File: src/rtl/eag_pkg.sv
package eag_pkg;

    typedef enum logic [1:0] {
        DISP_NONE = 2'd0,
        DISP_BYTE = 2'd1,
        DISP_FULL = 2'd2,
        DISP_RSVD = 2'd3
    } disp_kind_e;

    typedef enum logic [1:0] {
        SCALE_X1 = 2'd0,
        SCALE_X2 = 2'd1,
        SCALE_X4 = 2'd2,
        SCALE_X8 = 2'd3
    } scale_e;

    function automatic int unsigned scale_shift(input scale_e s);
        case (s)
            SCALE_X2: return 1;
            SCALE_X4: return 2;
            SCALE_X8: return 3;
            default:  return 0;
        endcase
    endfunction

endpackage

File: src/rtl/eag_disp_ext.sv
module eag_disp_ext
    import eag_pkg::*;
#(
    parameter int AW     = 32,
    parameter int BYTE_W = 8
) (
    input  logic [1:0]    disp_kind,
    input  logic [AW-1:0] disp_val,
    output logic [AW-1:0] disp_ext
);
    localparam int PAD_W = AW - BYTE_W;

    disp_kind_e kind;
    assign kind = disp_kind_e'(disp_kind);

    always_comb begin
        case (kind)
            DISP_BYTE: disp_ext = {{PAD_W{disp_val[BYTE_W-1]}}, disp_val[BYTE_W-1:0]};
            DISP_FULL: disp_ext = disp_val;
            default:   disp_ext = '0;
        endcase
    end
endmodule

File: src/rtl/eag_index_scale.sv
module eag_index_scale
    import eag_pkg::*;
#(
    parameter int AW     = 32,
    parameter int REG_W  = 3,
    parameter int SP_NUM = 4
) (
    input  logic             clk,
    input  logic             rst,
    input  logic             index_valid,
    input  logic [REG_W-1:0] index_num,
    input  logic [AW-1:0]    index_val,
    input  logic [1:0]       scale_code,
    output logic [AW-1:0]    index_term,
    output logic             illegal
);
    localparam logic [REG_W-1:0] SP_CODE = REG_W'(SP_NUM);

    logic use_index;

    assign illegal   = index_valid && (index_num == SP_CODE);
    assign use_index = index_valid && !illegal;

    always_comb begin
        if (use_index)
            index_term = index_val << scale_shift(scale_e'(scale_code));
        else
            index_term = '0;
    end

    AST_ILLEGAL_ZERO_TERM: assert property (@(posedge clk) disable iff (rst)
        (index_valid && index_num == SP_CODE) |-> (index_term == '0));
    AST_SHIFT_LOW_BITS: assert property (@(posedge clk) disable iff (rst)
        (scale_code == 2'd3) |-> (index_term[2:0] == 3'b000));
    AST_ABSENT_INDEX: assert property (@(posedge clk) disable iff (rst)
        !index_valid |-> (index_term == '0 && !illegal));
endmodule

File: src/rtl/eag_sum.sv
module eag_sum #(
    parameter int AW      = 32,
    parameter int SHORT_W = 16
) (
    input  logic          base_valid,
    input  logic [AW-1:0] base_val,
    input  logic [AW-1:0] index_term,
    input  logic [AW-1:0] disp_ext,
    input  logic          addr16,
    input  logic [AW-1:0] seg_base,
    output logic [AW-1:0] eff_next,
    output logic [AW-1:0] lin_next
);
    logic [AW-1:0] base_term;
    logic [AW-1:0] raw_sum;

    assign base_term = base_valid ? base_val : '0;
    assign raw_sum   = base_term + index_term + disp_ext;

    generate
        if (SHORT_W < AW) begin : g_trunc
            assign eff_next = addr16 ? {{(AW-SHORT_W){1'b0}}, raw_sum[SHORT_W-1:0]} : raw_sum;
        end else begin : g_full
            logic unused_mode;
            assign unused_mode = addr16;
            assign eff_next    = raw_sum;
        end
    endgenerate

    assign lin_next = seg_base + eff_next;
endmodule

File: src/rtl/scaled_ea_gen.sv
module scaled_ea_gen
    import eag_pkg::*;
#(
    parameter int AW      = 32,
    parameter int REG_W   = 3,
    parameter int SP_NUM  = 4,
    parameter int SHORT_W = 16,
    parameter int BYTE_W  = 8
) (
    input  logic             clk,
    input  logic             rst,
    input  logic             req_valid,
    input  logic             base_valid,
    input  logic [AW-1:0]    base_val,
    input  logic             index_valid,
    input  logic [REG_W-1:0] index_num,
    input  logic [AW-1:0]    index_val,
    input  logic [1:0]       scale_code,
    input  logic [1:0]       disp_kind,
    input  logic [AW-1:0]    disp_val,
    input  logic             addr16,
    input  logic [AW-1:0]    seg_base,
    output logic             out_valid,
    output logic [AW-1:0]    eff_addr,
    output logic [AW-1:0]    lin_addr,
    output logic             bad_index
);
    logic [AW-1:0] disp_ext;
    logic [AW-1:0] index_term;
    logic          illegal;
    logic [AW-1:0] eff_next;
    logic [AW-1:0] lin_next;

    eag_disp_ext #(.AW(AW), .BYTE_W(BYTE_W)) u_disp (
        .disp_kind (disp_kind),
        .disp_val  (disp_val),
        .disp_ext  (disp_ext)
    );

    eag_index_scale #(.AW(AW), .REG_W(REG_W), .SP_NUM(SP_NUM)) u_idx (
        .clk         (clk),
        .rst         (rst),
        .index_valid (index_valid),
        .index_num   (index_num),
        .index_val   (index_val),
        .scale_code  (scale_code),
        .index_term  (index_term),
        .illegal     (illegal)
    );

    eag_sum #(.AW(AW), .SHORT_W(SHORT_W)) u_sum (
        .base_valid (base_valid),
        .base_val   (base_val),
        .index_term (index_term),
        .disp_ext   (disp_ext),
        .addr16     (addr16),
        .seg_base   (seg_base),
        .eff_next   (eff_next),
        .lin_next   (lin_next)
    );

    always_ff @(posedge clk) begin
        if (rst) begin
            out_valid <= 1'b0;
            eff_addr  <= '0;
            lin_addr  <= '0;
            bad_index <= 1'b0;
        end else begin
            out_valid <= req_valid;
            if (req_valid) begin
                eff_addr  <= eff_next;
                lin_addr  <= lin_next;
                bad_index <= illegal;
            end
        end
    end

    AST_STROBE_TO_VALID: assert property (@(posedge clk) disable iff (rst)
        req_valid |=> out_valid);
    AST_NO_STROBE_NO_VALID: assert property (@(posedge clk) disable iff (rst)
        !req_valid |=> !out_valid);
    AST_HOLD_IDLE: assert property (@(posedge clk) disable iff (rst)
        !out_valid |-> ($stable(eff_addr) && $stable(lin_addr)));
    AST_SHORT_UPPER_ZERO: assert property (@(posedge clk) disable iff (rst)
        (req_valid && addr16) |=> (eff_addr[AW-1:SHORT_W] == '0));
    AST_LINEAR_SUM: assert property (@(posedge clk) disable iff (rst)
        req_valid |=> (lin_addr == $past(seg_base) + eff_addr));
    AST_BYTE_SIGN: assert property (@(posedge clk) disable iff (rst)
        (disp_kind == 2'd1) |-> (disp_ext[AW-1] == disp_val[BYTE_W-1]));
endmodule

File: config.mk
export PLATFORM = sky130hd
export DESIGN_NAME = scaled_ea_gen
export DESIGN_NICKNAME = d
export VERILOG_FILES = /design/src/rtl/eag_pkg.sv /design/src/rtl/eag_disp_ext.sv /design/src/rtl/eag_index_scale.sv /design/src/rtl/eag_sum.sv /design/src/rtl/scaled_ea_gen.sv
export SDC_FILE = /design/constraint.sdc
export NUM_CORES = 1
export LEC_CHECK = 0
export ABC_AREA = 1
export BUFFER_PORTS_ARGS = -buffer_cell sky130_fd_sc_hd__buf_2
export CAP_MARGIN = 20
export CELL_PAD_IN_SITES_DETAIL_PLACEMENT = 0
export CELL_PAD_IN_SITES_GLOBAL_PLACEMENT = 1
export CORE_MARGIN = 10
export CORE_UTILIZATION = 34
export CTS_BUF_LIST = sky130_fd_sc_hd__clkbuf_4 sky130_fd_sc_hd__clkbuf_8 sky130_fd_sc_hd__clkbuf_16
export DETAILED_ROUTE_END_ITERATION = 6
export PLACE_DENSITY_LB_ADDON = 0.1
export SYNTH_ARGS = -nofsm -noshare
export SYNTH_HDL_FRONTEND = slang
export SYNTH_SLANG_ARGS = --single-unit
File: constraint.sdc
create_clock -name clk -period 4.86 [get_ports clk]
set_input_delay 0.972 -clock clk [delete_from_list [all_inputs] [get_ports clk]]
set_output_delay 0.972 -clock clk [all_outputs]
set_load 0.01 [all_outputs]
==> summary.md <==
| Metric | Value |
|---|---|
| Placer's final routability congestion estimate | `0.885` |
| Main combinational cell family by area after synthesis | `simple AND/OR/NAND/NOR gates` |
| Kind of capture point of the worst setup path | `flip-flop` |
| Met3 global-route usage | `3.26%` |
| Number of pins with negative max-slew slack in the final report | `0` |
| Vias in the first global route | `10100` |
| Post-Layout Cell Count | `2113` |
| Start-to-end type of the worst setup path | `in -> reg` |
| Synthesized instance count | `1361` |
| Later-pin clock latency in the skew report | `340 ps` |
| Cell with the most instances after synthesis | `sky130_fd_sc_hd__nand2_1` |
| Transition time at the pin with the least slew margin | `1060 ps` |
| Total power | `3.99 mW` |
| Crit path time final | `4790 ps` |
| Finished Cell Area | `0.0136 mm²` |
| TritonCTS Sinks | `66` |
| Via count of the routed design | `9947` |
| Synth Area in Compound Gates | `17.7%` |
| Setup repair after global routing missed its margin | `yes` |
| First-pass GRT wire length | `51000 µm` |
| Standard cell area after detailed placement | `0.0115 mm²` |
| Leftover overflow at the end of global routing | `0` |
| Post-synthesis sequential element count | `66` |
| Critical Path Start | `index_num[0]` |
| Max IR drop VDD | `0.195 mV` |
| Clock Skew | `0 ps` |
| Multiplexer share of the synthesized area | `2.28%` |
| Synth unique cells | `46` |
| Ports | `207` |
| Count of H-tree levels built during CTS | `3` |
| Clock Pin Slew Worst Setup and Hold Paths | `60 ps` |
| Post-synth ARST share | `0%` |
| Max-capacitance violation count | `0` |
| CTS tree | `done` |
| Avg Synthesized Cell Area | `6.13 µm²` |
| Final hold slack | `469 ps` |
| Area share of fa/ha/maj cells after synthesis | `17.4%` |
| Post-CTS Hold Fix Bufs | `0` |
| Final routed wire length divided by cell count | `15.5 µm` |
| WL final | `32800 µm` |
| Number of antenna violations at the first check in global routing | `0` |
| Register area share after synthesis | `15.8%` |
| GRT Overall Usage | `20.0%` |
| Area grow syn2layout | `62.8%` |
| Cts bufs inserted | `9` |
| Routed Antenna Nets | `0` |
| Leak Pwr | `7.02 nW` |
| R2R Path Start | `eff_addr[14]` |
| Share of the core filled with cells in the final layout | `56.1%` |
| Fraction of met1 tracks used by global routing | `24.5%` |
| Clock tree buffer depth | `2` |
| Worst-case register-to-register setup slack | `4080 ps` |
| Antenna cell count | `0` |
| YS warnings | `0` |
| Critical-path top delay cell | `sky130_fd_sc_hd__fa_1` |
| Number of nets in the synthesized netlist | `1598` |
| Core area | `0.0242 mm²` |
| Root buffer cell | `sky130_fd_sc_hd__clkbuf_16` |
| Mean number of vias per cell | `4.71` |
| Synthesized-area fraction occupied by and/or/nand/nor cells | `32.7%` |
| DIE HEIGHT | `177 µm` |
| Pin count of the biggest net entering global routing | `99` |
| Largest driver fanout on the critical path | `7` |
| Layer with the highest usage | `met2` |
| Critical Path RT | `5150 ps` |
| Parity-gate share of the synthesized area counting xor and xnor cells | `2.94%` |
| Detailed-placement wirelength estimate | `26800 µm` |
| Count of cells along the worst register-to-register path | `4` |
| Power density over cell area | `293 mW/mm²` |
| Category of the worst setup path launch point | `input pin` |
| Die outline width | `177 µm` |
| Netlist area before placement | `0.00835 mm²` |
| Net total in the final layout | `2021` |
| Status | `complete, no violations` |
| Cell total after placement | `2072` |
| Met2 usage | `35.2%` |
| Fraction of post-synthesis cell area in the top cell type by area | `15.8%` |
| Final number of hold-violating endpoints | `0` |
| Start point of the worst hold path | `eff_addr[16]` |
| Largest cells by area after synthesis | `sky130_fd_sc_hd__dfxtp_1 16%, sky130_fd_sc_hd__nand2_1 16%, sky130_fd_sc_hd__ha_1 9.4%` |
| Worst endpoint data arrival time | `5080 ps` |
| Number of enable flip-flop cells after synthesis | `0` |
| Number of placement rows | `57` |
| Number of port buffers | `206` |
| Length of the first detailed-routing pass in iterations | `7` |
| Leading register cell type out of synthesis | `sky130_fd_sc_hd__dfxtp_1` |
| Commonest cells in the synthesized netlist | `349 x sky130_fd_sc_hd__nand2_1, 195 x sky130_fd_sc_hd__inv_1, 165 x sky130_fd_sc_hd__nor2_1` |
| Cell type contributing the most total cell area after synthesis | `sky130_fd_sc_hd__dfxtp_1` |
| Maximum single-stage delay on the critical path | `590 ps` |
| Final period utilization | `98.6%` |
| Hold Path Depth | `2` |
| Hold Path Class | `reg -> reg` |
| Final-layout fill cell count | `2498` |
| Ratio of cells with drive above 1 in the final layout | `44.7%` |
| Relative slew margins | `29.1%` |
| Number of DRC markers in iteration 0 | `439` |
| DRC violation count after routing | `0` |
| DIE AREA | `0.0312 mm²` |
| Library cell appearing most often on the critical path | `sky130_fd_sc_hd__nand2_2` |
| Number of endpoints failing setup at the final stage | `0` |
| Effective utilization at floorplan | `34.4%` |
| Achievable clock frequency | `209 MHz` |
timing repair:
action / 4_1_cts / 5_1_grt
setup endpoints to repair: 18 / 22
pin swaps: 37 / 119
setup buffers: 6 / 20
gates resized for setup: 111 / 263
cloned: 0 / 2
state kept, by name, indices dropped and copies added, names as in the netlist:
| name | count |
|---|---|
| lin_addr | 32 |
| bad_index | 1 |
| out_valid | 1 |
| eff_addr | 32 |
worst max-delay path: cells and delay by family:
kind,cells,cell delay (ps)
AND/OR/NAND/NOR,19,1990
buffers and inverters,6,520
adder cells (fa/ha/maj),3,1140
AO/OA/AOI/OAI,3,430
power breakdown:
part	leakage (nW)	internal [mW]	switching, mW	total, mW
combinational	6.33	1.26	1.40	2.66
sequential	0.548	0.613	0.0367	0.650
clock	0.138	0.401	0.279	0.680
cell usage in the layout, fill, tap and decap left out, types with 30 or more instances in the layout:
cell type                 synthesis  routed
sky130_fd_sc_hd__nand2_1        349     310
sky130_fd_sc_hd__a21oi_2          7      37
sky130_fd_sc_hd__inv_2            3      34
sky130_fd_sc_hd__buf_4            0     231
sky130_fd_sc_hd__o21ai_0         89      58
sky130_fd_sc_hd__inv_1          195     158
sky130_fd_sc_hd__nand3_1         68      49
sky130_fd_sc_hd__nor2_1         165     126
sky130_fd_sc_hd__nor2_2           4      30
sky130_fd_sc_hd__ha_4             0      43
sky130_fd_sc_hd__a21oi_1         96      55
sky130_fd_sc_hd__fa_1            33      32
sky130_fd_sc_hd__nand2_2         16      44
sky130_fd_sc_hd__dfxtp_1         66      66
sky130_fd_sc_hd__buf_2            4     203
final timing paths:
path / end
setup / recovery: lin_addr[20]
setup reg to reg: eff_addr[14]
hold / removal: eff_addr[16]
hold reg to reg: eff_addr[16]
metrics by stage:
| step | TNS (ps) | setup slack (ps) |
|---|---|---|
| after floorplan | 0 | 5.33 |
| final | 0 | 70.1 |
| after global routing | -1820 | -227 |
| after global placement | -10630 | -740 |
| after detailed placement | -10820 | -699 |
| after CTS | -7.60 | -7.60 |
routing by layer:
| metal | routed length [µm] | up-vias | share of wire (%) |
|---|---|---|---|
| met2 | 16200 | 236 | 49 |
| met4 | 710 | 0 | 2.2 |
| met3 | 1540 | 37 | 4.7 |
| li1 | - | 5220 | - |
| met5 | 0 | - | 0 |
| met1 | 14300 | 4454 | 44 |
kinds of logic after synthesis:
family | Yosys count
XOR/XNOR | 28
adder cells (fa/ha/maj) | 96
multiplexers | 19
AO/OA/AOI/OAI | 260
flip-flops | 66
AND/OR/NAND/NOR | 648
buffers and inverters | 244
final cells by class:
cell class                 count  area, µm²  share of cell area, %
clock buffer                   9        225                   1.66
tap                          324        405                   2.98
sequential                    66       1320                   9.72
multi-input combinational   1051       7680                   56.5
timing repair buffer         458       3120                   23.0
inverter                     198        758                   5.58
clock inverter                 7       78.8                  0.580
No activity file was read; power rests on OpenSTA's default activity.
